File: src/rtl/sft_pkg.sv
package sft_pkg;
  typedef enum logic [1:0] {
    SFT_LEFT  = 2'd0,
    SFT_RIGHT = 2'd1,
    SFT_RRND  = 2'd2,
    SFT_RALT  = 2'd3
  } sft_op_e;
endpackage

File: src/rtl/sft_amt_dec.sv
module sft_amt_dec #(
  parameter int AMT_W = 16
) (
  input  logic [1:0]       opcode,
  input  logic [AMT_W-1:0] amount,
  output logic             go_left,
  output logic             do_round,
  output logic [AMT_W:0]   mag
);
  import sft_pkg::*;
  logic          neg;
  logic [AMT_W:0] ext;

  assign neg      = amount[AMT_W-1];
  assign ext      = {amount[AMT_W-1], amount};
  assign mag      = neg ? (~ext + 1'b1) : ext;
  assign go_left  = (sft_op_e'(opcode) == SFT_LEFT) ^ neg;
  assign do_round = (sft_op_e'(opcode) == SFT_RRND) && !neg;
endmodule

File: src/rtl/sft_lane.sv
module sft_lane #(
  parameter int W     = 16,
  parameter int MAG_W = 17
) (
  input  logic [W-1:0]     opnd,
  input  logic             go_left,
  input  logic             do_round,
  input  logic [MAG_W-1:0] mag,
  output logic [W-1:0]     res,
  output logic             clamped
);
  localparam int LW = $clog2(W);

  logic                  big_l, big_r, past_rnd, nonzero, fits, rbit;
  logic [LW-1:0]         k, km1;
  logic signed [2*W-1:0] ext, shl;
  logic [W:0]            top_bits;
  logic [W-1:0]          limit, fill, asr;

  assign big_l    = mag >= MAG_W'(W);
  assign big_r    = mag >= MAG_W'(W - 1);
  assign past_rnd = mag >  MAG_W'(W - 1);
  assign k        = mag[LW-1:0];
  assign km1      = k - 1'b1;
  assign ext      = {{W{opnd[W-1]}}, opnd};
  assign shl      = ext <<< k;
  assign top_bits = shl[2*W-1:W-1];
  assign fits     = (&top_bits) | (~|top_bits);
  assign nonzero  = |opnd;
  assign limit    = opnd[W-1] ? {1'b1, {(W-1){1'b0}}} : {1'b0, {(W-1){1'b1}}};
  assign fill     = {W{opnd[W-1]}};
  assign asr      = W'($signed(opnd) >>> k);
  assign rbit     = (k != '0) && opnd[km1];

  always_comb begin
    clamped = 1'b0;
    if (go_left) begin
      if (!nonzero) begin
        res = '0;
      end else if (big_l || !fits) begin
        res     = limit;
        clamped = 1'b1;
      end else begin
        res = shl[W-1:0];
      end
    end else if (do_round) begin
      if (past_rnd) res = '0;
      else          res = (big_r ? fill : asr) + W'(rbit);
    end else begin
      res = big_r ? fill : asr;
    end
  end
endmodule

File: src/rtl/sat_shifter.sv
module sat_shifter #(
  parameter int WIDE_W   = 32,
  parameter int NARROW_W = 16,
  parameter int AMT_W    = 16,
  parameter bit REG_OUT  = 1'b1
) (
  input  logic              clk,
  input  logic              rst,
  input  logic              in_valid,
  input  logic              wide_mode,
  input  logic [1:0]        opcode,
  input  logic [WIDE_W-1:0] operand,
  input  logic [AMT_W-1:0]  amount,
  output logic              out_valid,
  output logic [WIDE_W-1:0] result,
  output logic              sat_flag
);
  localparam int MAG_W = AMT_W + 1;

  logic                go_left, do_round;
  logic [MAG_W-1:0]    mag;
  logic [NARROW_W-1:0] n_res;
  logic [WIDE_W-1:0]   w_res, c_res;
  logic                n_clamp, w_clamp, c_clamp;

  sft_amt_dec #(.AMT_W(AMT_W)) u_dec (
    .opcode(opcode), .amount(amount),
    .go_left(go_left), .do_round(do_round), .mag(mag)
  );

  sft_lane #(.W(NARROW_W), .MAG_W(MAG_W)) u_narrow (
    .opnd(operand[NARROW_W-1:0]), .go_left(go_left), .do_round(do_round),
    .mag(mag), .res(n_res), .clamped(n_clamp)
  );

  sft_lane #(.W(WIDE_W), .MAG_W(MAG_W)) u_wide (
    .opnd(operand), .go_left(go_left), .do_round(do_round),
    .mag(mag), .res(w_res), .clamped(w_clamp)
  );

  assign c_res   = wide_mode ? w_res : {{(WIDE_W-NARROW_W){n_res[NARROW_W-1]}}, n_res};
  assign c_clamp = wide_mode ? w_clamp : n_clamp;

  generate
    if (REG_OUT) begin : g_reg
      always_ff @(posedge clk) begin
        if (rst) begin
          out_valid <= 1'b0;
          result    <= '0;
          sat_flag  <= 1'b0;
        end else begin
          out_valid <= in_valid;
          if (in_valid) begin
            result   <= c_res;
            sat_flag <= c_clamp;
          end
        end
      end
    end else begin : g_comb
      assign out_valid = in_valid;
      assign result    = c_res;
      assign sat_flag  = c_clamp;
    end
  endgenerate
endmodule

File: config.mk
export PLATFORM = sky130hd
export DESIGN_NAME = sat_shifter
export DESIGN_NICKNAME = d
export VERILOG_FILES = /design/src/rtl/sft_pkg.sv /design/src/rtl/sft_amt_dec.sv /design/src/rtl/sft_lane.sv /design/src/rtl/sat_shifter.sv
export SDC_FILE = /design/constraint.sdc
export NUM_CORES = 1
export LEC_CHECK = 0
export ABC_AREA = 1
export ABC_CLOCK_PERIOD_IN_PS = 9400
export CAP_MARGIN = 20
export CORE_ASPECT_RATIO = 1.75
export CORE_MARGIN = 10
export CORE_UTILIZATION = 38
export DETAILED_ROUTE_END_ITERATION = 12
export REMOVE_ABC_BUFFERS = 1
export SYNTH_ARGS = -nofsm -noshare
export SYNTH_HDL_FRONTEND = slang
export SYNTH_SLANG_ARGS = --single-unit
File: constraint.sdc
create_clock -name clk -period 9.4 [get_ports clk]
set_input_delay 1.88 -clock clk [delete_from_list [all_inputs] [get_ports clk]]
set_output_delay 1.88 -clock clk [all_outputs]
set_load 0.05 [all_outputs]
==> run metrics, run 1 <==
status complete, no violations; Clk Latency, worst-skew pair 280 ps; asr flop ratio synth 0; Simple-Gate Fraction of Synth Area 0.581; worst hold endpoint result[1]; routed len/inst 18.1 microns; Worst-Margin Slew 1090 ps; worst path required time 9610 ps; Synth Instances 1938; Warnings, synthesis 0; total power 1.02 mW; synth unique cells 58; Total Neg Setup Slack 0 ps; Power Dens Cells 96.5 mW/mm^2; ANT nets after route 0; final setup fails 0; sequential area share after synthesis 0.0700; slew margin rel. 0.266; initial drt markers 1046; postcts setup bufs 0; hold path startpoint result[1]; # H-tree levels 2; Post-Route WL 40800 microns; synthesis-to-finish area growth 8.98%; Worst setup EP type flip-flop; Register-to-Register Path Depth 2; Clk network pwr share 0.163; placed cell area 0.0104 sq mm; commonest non-fill, non-tap cell in the layout nand2_1; max-slew violations 0; post-synthesis mux area share 0.00630; Setup Skew 0 ps; Starting Density 0.385; r2r startpoint result[23]; port bufs 87; area share of the largest cell type after synthesis 0.292; Compound-Gate Fraction of Synth Area 0.197; Final Wtd Congestion 1.05; top post-synthesis cells by area nand2_1 29%, nand3_1 9.6%, o21ai_0 9.6%; largest net degree at the start of global routing 86; global-route wire length before repair 62900 microns; switching power 0.562 mW; # DRC 0; Final Cycle Share 0.766; largest family of logic cells by synthesized area simple AND/OR/NAND/NOR gates; Adder-Cell Fraction of Synth Area 0.00901; Inserted Clock Buffers 5; EDFF count, synth 0; number of fillers in the final layout 2971; routed via count 12565; Main synth FF type dfxtp_1; Hold Fails Final Rpt 0; register share of total power 0.160; Tot GR Track Use 0.237; worst hold path stage count 2; Antenna Cells 0; CTS tree done; Synth Cell Area 0.00972 sq mm; Achievable Freq 139 MHz; register bit total from synthesis 34; RSZ-0062 raised after global routing no; commonest cells after routing, fill and taps aside 757 x nand2_1, 187 x nand3_1, 186 x o21ai_0, 174 x nor2_1, 133 x inv_1; critical path class primary input to flip-flop; Reg2Reg Setup Slack 8670 ps; Int Pwr 0.460 mW; Core Rows 77; post-CTS resize count 0; vias in the first global route 11607; Synth Area in XOR/XNOR 0.00270; initial antenna violation count 0; Fin Hold WS 452 ps; die area 0.0326 sq mm; r2r endpoint result[23]; Root Driver clkbuf_16; Final Critical Period 7200 ps; WP data arrival 7420 ps; Hold Buf Count CTS 0; Clock Pin Slew Worst Setup and Hold Paths 50 ps; drt via density 5.56; CTS max path bufs 2; Ports 88; DIE HEIGHT 232 microns; worst hold-check path type flip-flop to flip-flop; max_cap viols 0; syn_area_per_cell 5.02 sq um; combinational fraction of design power 0.677; worst IR drop on VDD 68.9 uV; CP startpoint kind primary input; drt first pass iters 6; global route total overflow 0; DP HPWL 33600 microns; Clock Sinks 34; crit-path max FO 27; final instance area 0.0106 sq mm; leakage 4.94 nW; share of cells above drive strength 1 0.0844; final net count 2002; core area 0.0252 sq mm; chip width 141 microns; Sw Ratio 0.550; Synth area leader nand2_1
-- synth_stat cells (5+ instances only) --
master,number
a21oi_2,11
o21ai_1,54
clkbuf_1,23
nand3_1,187
o211ai_1,17
inv_2,24
dfxtp_1,34
nor2_1,174
o21a_1,5
buf_6,18
nand2_4,6
inv_1,133
nand3b_1,5
nand2_2,26
or2_1,6
nand3_2,16
a21oi_1,41
nand2_1,757
o21ai_0,186
buf_4,21
a31oi_1,16
mux2i_1,5
nor2_4,17
buf_2,42
nor2_2,14
ha_1,7
nor3_1,17
clkinv_1,6
nand4_1,21
-- stage by stage --
step | instances | worst slack [ps] | util
finish | 2258 | 2200 | 0.420
global route | 2258 | 1800 | 0.420
CTS | 2256 | 2300 | 0.419
detailed placement | 2248 | 2000 | 0.413
floorplan | 1829 | 3350 | -
global placement | 2248 | 2050 | 0.413
-- worst max-delay path, stage by stage --
cell	delay (ps)
clkdlybuf4s50_1	1150
inv_2	180
o21ai_4	330
buf_4	320
ha_1	240
xor2_1	430
mux2_2	400
nand2_1	60
nand2_1	80
o31ai_1	540
ha_1	270
nand3_2	100
nor2_4	260
nand2_1	200
nor2_1	270
nand3_1	140
nand2_1	80
nand3_1	160
nand2_1	120
nand2_1	60
a21oi_1	120
-- cell families (layout without fill, tap and decap cells) --
group	after synthesis	in the layout
and+or+nand+nor	1271	1271
AOI/OAI and AO/OA	344	344
buffers and inverters	273	277
DFF	34	34
adders and majority gates	7	7
muxes	6	6
xor gates and xnor gates	3	3
-- power groups by stage --
stage | Sequential, mW | Clock (mW) | Combinational [mW]
detailed placement | 0.166 | 0 | 0.679
global placement | 0.166 | 0 | 0.678
floorplan | 0.205 | 0 | 0.403
CTS | 0.163 | 0.170 | 0.681
finish | 0.163 | 0.167 | 0.692
global route | 0.164 | 0.174 | 0.761
-- how the worst max path moves through the flow --
stage	from	depth (start not counted)	slack (ps)	to
after global placement	amount[15]	22	2050	result[18]
after detailed placement	amount[15]	20	2000	result[27]
after CTS	amount[15]	20	2300	result[27]
after global routing	amount[15]	22	1800	result[28]
after floorplan	amount[0]	25	3350	result[19]
final	amount[15]	21	2200	result[28]
-- area by class of cell --
cell class / count / area, sq um / share of cell area
clock inverters: 2 / 12.5 / 0.00118
well taps: 316 / 395 / 0.0373
flip-flops and latches: 34 / 681 / 0.0642
repair buffers: 105 / 1010 / 0.0952
multi-input cells: 1631 / 7740 / 0.731
clock buffers: 6 / 139 / 0.0131
inverters: 164 / 618 / 0.0583
-- state kept, by name (all words and copies together) (netlist names) --
register	cells
result	32
out_valid	1
sat_flag	1
-- per-layer routing --
metal	global-route usage	part of all wire	up-vias
met5	0	0	-
met1	0.251	0.37	5641
li1	-	-	6286
met4	0.181	0.084	0
met2	0.423	0.50	481
met3	0.0227	0.048	157
Note: power is estimated with default switching activity, not from simulation.
==> run 2: changes to the inputs <==
--- a/config.mk
+++ b/config.mk
@@ -6,7 +6,7 @@
 export NUM_CORES = 1
 export LEC_CHECK = 0
 export ABC_AREA = 1
-export ABC_CLOCK_PERIOD_IN_PS = 9400
+export ABC_CLOCK_PERIOD_IN_PS = 5850
 export CAP_MARGIN = 20
 export CORE_ASPECT_RATIO = 1.75
 export CORE_MARGIN = 10
==> constraint.sdc (replaced) <==
create_clock -name clk -period 5.85 [get_ports clk]
set_input_delay 1.17 -clock clk [delete_from_list [all_inputs] [get_ports clk]]
set_output_delay 1.17 -clock clk [all_outputs]
set_load 0.05 [all_outputs]
==> run metrics, run 2 (synthesized netlist as in run 1, its figures left out) <==
Starting Density 0.385 (unchanged); Final Critical Period 5420 ps; Clk network pwr share 0.159 (-0.004); number of fillers in the final layout 2957 (-0.47%); drt via density 5.59 (+0.39%); Fin Hold WS 449 ps (-2.95 ps); max_cap viols 0 (unchanged); largest register by flop count result; worst path required time 6060 ps (-3550 ps); max-slew violations 0 (unchanged); slew margin rel. 0.458 (+0.192); vias in the first global route 12128 (+4.5%); initial drt markers 1196 (+14%); hold path startpoint result[0]; Clock Pin Slew Worst Setup and Hold Paths 50 ps (about the same); Root Driver clkbuf_16; Power Dens Cells 154 mW/mm^2 (+59%); drt first pass iters 8 (+2); Ports 88 (unchanged); postcts setup bufs 0 (unchanged); DIE HEIGHT 232 microns (unchanged); worst IR drop on VDD 93.6 uV (+36%); WP data arrival 5630 ps (-1790 ps); Inserted Clock Buffers 5 (unchanged); chip width 141 microns (unchanged); global-route wire length before repair 66600 microns (+6.0%); status complete, no violations; initial antenna violation count 0 (unchanged); Setup Skew 0 ps (unchanged); top flop regs result x32, out_valid x1, sat_flag x1; synthesis-to-finish area growth 10.9%; DP HPWL 35600 microns (+6.0%); Sw Ratio 0.543 (-0.00663); placed cell area 0.0106 sq mm (+2.1%); routed len/inst 18.9 microns (+4.7%); CTS tree done; commonest non-fill, non-tap cell in the layout nand2_1; Worst-Margin Slew 808 ps (-278 ps); Total Neg Setup Slack 0 ps (unchanged); CTS max path bufs 2 (unchanged); RSZ-0062 raised after global routing no; Final Cycle Share 0.926; # H-tree levels 2 (unchanged); Largest register FFs 32 (unchanged); core area 0.0252 sq mm (unchanged); Final Wtd Congestion 1.03 (-2.1%); register share of total power 0.158 (-0.002); Hold Buf Count CTS 0 (unchanged); global route total overflow 0 (unchanged); largest net degree at the start of global routing 86 (unchanged); critical path class primary input to flip-flop; ANT nets after route 0 (unchanged); routed via count 12704 (+1.1%); Tot GR Track Use 0.252 (+0.0152); Post-Route WL 43000 microns (+5.4%); # DRC 0 (unchanged); final instance area 0.0108 sq mm (+1.8%); Int Pwr 0.757 mW (+65%); final net count 2018 (+0.80%); Hold Fails Final Rpt 0 (unchanged); CP Launch Point amount[1]; combinational fraction of design power 0.682 (+0.005); Achievable Freq 185 MHz; placed instance count 2266 (+0.80%); worst hold-check path type flip-flop to flip-flop; crit-path max FO 10 (-63%); fin cells 2274 (+0.71%); r2r startpoint result[17]; die area 0.0326 sq mm (unchanged); Core Rows 77 (unchanged); Worst setup EP type flip-flop; post-CTS resize count 0 (unchanged); Antenna Cells 0 (unchanged); Clock Sinks 34 (unchanged); commonest cells after routing, fill and taps aside 757 x nand2_1, 187 x nand3_1, 186 x o21ai_0, 174 x nor2_1, 133 x inv_1; final setup fails 0 (unchanged); port bufs 87 (unchanged); leakage 5.05 nW (+2.1%); switching power 0.901 mW (+60%); Clk Latency, worst-skew pair 280 ps (about the same); CP startpoint kind primary input; share of cells above drive strength 1 0.0914 (+0.00697); Final Core Density 0.427 (+0.00744)
[run 2: cell count changes in the layout (fill, tap and decap cells not counted), sizes merged]
cell	delta
buf	+16
clkbuf	+1
clkinvlp	-1
[run 2: power groups by stage]
stage	registers, mW	logic, mW	clock network (mW)
global placement	0.267	1.11	0
detailed placement	0.267	1.11	0
global route	0.264	1.24	0.278
floorplan	0.330	0.648	0
finish	0.263	1.13	0.264
CTS	0.263	1.11	0.266
[run 2: metal layers]
layer	up-vias	global-route usage	part of all wire
met4	0	0.201	0.089
met5	-	0	0
met3	161	0.0213	0.048
li1	6314	-	-
met1	5682	0.266	0.37
met2	547	0.449	0.49
[run 2: critical path: stages]
cell and delay, ps:
clkdlybuf4s50_1 480, inv_1 100, ha_1 350, o21ai_4 100, ha_1 390, clkinv_1 240
nand2_1 120, o21ai_0 90, mux2_2 280, nand2_1 60, nand2_1 70, o31ai_1 450
ha_1 250, nand3_2 100, nor2_4 230, nand2_1 150, nor2_2 190, nand3_1 90
nand2_1 120, nand3_1 220, nand2_1 150, nand2_1 80, a21oi_2 140
[run 2: per-stage QoR]
stage                     worst slack [ps]  power (mW)
after floorplan                        507       0.977
after global placement                 294        1.37
after detailed placement               227        1.38
after CTS                              508        1.64
after global routing                   104        1.78
final                                  434        1.66
[run 2: final cells by class]
type                    count  area [sq um]  share of cell area
multi-input cells        1631          7740               0.718
repair buffers            121          1200               0.111
flip-flops and latches     34           681              0.0631
inverters                 164           618              0.0573
well taps                 316           395              0.0367
clock buffers               7           143              0.0132
clock inverters             1          5.00            0.000464
[run 2: worst paths after layout]
kind | endpoint | slack [ps] | cells after the start
max reg2reg | result[17] | 5080 | 2
max | result[18] | 430 | 23
min reg2reg | result[0] | 450 | 2
min | result[0] | 450 | 2
==> run 3: changes to the inputs <==
--- a/config.mk
+++ b/config.mk
@@ -6,13 +6,13 @@
 export NUM_CORES = 1
 export LEC_CHECK = 0
 export ABC_AREA = 1
-export ABC_CLOCK_PERIOD_IN_PS = 5850
+export ABC_CLOCK_PERIOD_IN_PS = 4700
 export CAP_MARGIN = 20
 export CORE_ASPECT_RATIO = 1.75
-export CORE_MARGIN = 10
 export CORE_UTILIZATION = 38
 export DETAILED_ROUTE_END_ITERATION = 12
 export REMOVE_ABC_BUFFERS = 1
 export SYNTH_ARGS = -nofsm -noshare
 export SYNTH_HDL_FRONTEND = slang
 export SYNTH_SLANG_ARGS = --single-unit
+export TNS_END_PERCENT = 50
==> constraint.sdc (replaced) <==
create_clock -name clk -period 4.7 [get_ports clk]
set_input_delay 0.94 -clock clk [delete_from_list [all_inputs] [get_ports clk]]
set_output_delay 0.94 -clock clk [all_outputs]
set_load 0.05 [all_outputs]
==> run metrics, run 3 (synthesized netlist as in run 1, its figures left out) <==
port bufs 87 (unchanged); largest net degree at the start of global routing 86 (unchanged); Ports 88 (unchanged); r2r startpoint result[17]; Clock Sinks 34 (unchanged); # H-tree levels 2 (unchanged); max-slew violations 0 (unchanged); worst path required time 4870 ps (-1190 ps); # DRC 0 (unchanged); Final Wtd Congestion 1.06 (+2.3%); WP data arrival 4650 ps (-980 ps); final setup fails 0 (unchanged); Power Dens Cells 184 mW/mm^2 (+20%); Final Core Density 0.507 (+0.0794); Tot GR Track Use 0.343 (+0.0907); worst IR drop on VDD 133 uV (+42%); final instance area 0.0128 sq mm (+19%); routed via count 13600 (+7.1%); initial antenna violation count 1 (+1); DP HPWL 37300 microns (+4.7%); Root Driver clkbuf_16; ANT nets after route 0 (unchanged); max_cap viols 0 (unchanged); Clk Latency, worst-skew pair 280 ps (about the same); leakage 6.20 nW (+23%); routed len/inst 18.4 microns (-2.6%); critical path class primary input to flip-flop; slew margin rel. 0.294 (-0.164); CTS max path bufs 2 (unchanged); CTS tree done; DIE HEIGHT 214 microns (-7.8%); worst hold-check path type flip-flop to flip-flop; RSZ-0062 raised after global routing no; synthesis-to-finish area growth 31.5%; core area 0.0252 sq mm (unchanged); Clock Pin Slew Worst Setup and Hold Paths 50 ps (about the same); Total Neg Setup Slack 0 ps (unchanged); commonest non-fill, non-tap cell in the layout nand2_1; Final Cycle Share 0.954; CP delay by family, top simple AND/OR/NAND/NOR gates; Worst setup EP type flip-flop; CP startpoint kind primary input; placed cell area 0.0122 sq mm (+15%); Post-Route WL 45800 microns (+6.5%); top flop regs result x32, out_valid x1, sat_flag x1; Core Rows 77 (unchanged); initial drt markers 1085 (-9.3%); drt via density 5.47 (-2.1%); crit-path cells clkdlybuf4s50_1 -> nor2_1 -> nand2_2 -> nand2_1 -> or2_1 -> nand2_4 -> buf_16 -> nor2_1 -> nor2_1 -> nand3_1 -> o31ai_4 -> buf_4 -> ha_1 -> nand3_2 -> nor2_4 -> nand2_2 -> nor2_4 -> buf_4 -> inv_2 -> o211ai_1 -> nand3_1 -> nand2_1 -> nand2_1; Setup Skew 0 ps (unchanged); largest register by flop count result; drt first pass iters 5 (-3); Largest register FFs 32 (unchanged); crit-path max FO 39 (+29); vias in the first global route 12514 (+3.2%); Critical Path Max Stage Delay 520 ps (+40 ps); number of fillers in the final layout 2809 (-5.0%); commonest cells after routing, fill and taps aside 751 x nand2_1, 220 x buf_4, 183 x nand3_1, 170 x o21ai_0, 169 x nor2_1; Inserted Clock Buffers 5 (unchanged); Starting Density 0.385 (unchanged); share of cells above drive strength 1 0.196 (+0.105); critical path buffer and inverter count 5 (+2); chip width 123 microns (-13%); status complete, no violations; CP Launch Point amount[2]; Achievable Freq 223 MHz; CP max stage cell clkdlybuf4s50_1; Worst-Margin Slew 1060 ps (+247 ps); final net count 2231 (+11%); Hold Fails Final Rpt 0 (unchanged); global route total overflow 0 (unchanged); hold path startpoint result[5]; Final Critical Period 4480 ps; die area 0.0263 sq mm (-20%); Antenna Cells 0 (unchanged); global-route wire length before repair 68300 microns (+2.5%)
run 3: cell types whose count changed in the layout (fill, tap and decap cells not counted), moves of 4 or more:
cell and delta:
buf_12 +8, buf_4 +193, buf_6 +5, clkbuf_16 +6, nand2_1 -6, nand2_2 +5, nand3_1 -4, nor2_1 -5
o21ai_0 -16, o21ai_1 +6, o21ai_2 +10
run 3: layer usage:
metal	global-route usage	routed length, microns
met2	0.609	22800
met1	0.360	16300
met3	0.0277	2120
met4	0.296	4590
met5	0	0
run 3: path summary, 6_finish.rpt:
path	to	slack (ps)	cells past startpoint
setup / recovery	result[8]	220	23
hold / removal	result[5]	450	2
setup reg to reg	result[17]	3950	2
hold reg to reg	result[5]	450	2
run 3: power breakdown:
part,switching (mW),leakage [nW],internal [mW]
logic,1.09,5.85,0.639
registers,0.0135,0.281,0.312
clock network,0.117,0.0694,0.191
run 3: through the flow:
stage / setup WS, ps / cells / power (mW) / hold WS [ps]
after floorplan: -413 / 1829 / 1.22 / 677
after global placement: -344 / 2466 / 1.95 / 440
after detailed placement: -334 / 2466 / 1.96 / 438
after CTS: 18.8 / 2473 / 2.27 / 453
after global routing: 4.89 / 2486 / 2.52 / 466
final: 218 / 2486 / 2.36 / 451
run 3: repair_timing:
action | CTS | global route
setup buffers | 0 | 6
endpoints found under the setup margin | 5 | 33
resized for setup | 2 | 64
pin swaps | 0 | 21
hold buffers | 0 | 0
gates cloned | 0 | 7
run 3: cell type report:
cell class                      count  area [sq um]  share of cell area
Clock inverter                      2          10.0            0.000783
Tap cell                          316           395              0.0309
Clock buffer                        5           125             0.00978
Inverter                          164           621              0.0485
Timing Repair Buffer              334          3050               0.238
Sequential cell                    34           681              0.0532
Multi-Input combinational cell   1631          7910               0.619
run 3: worst min-delay path, delay by kind of cell (launching register included):
kind / cells / cell delay (ps)
AND/OR/NAND/NOR: 2 / 100
flip-flops: 1 / 310
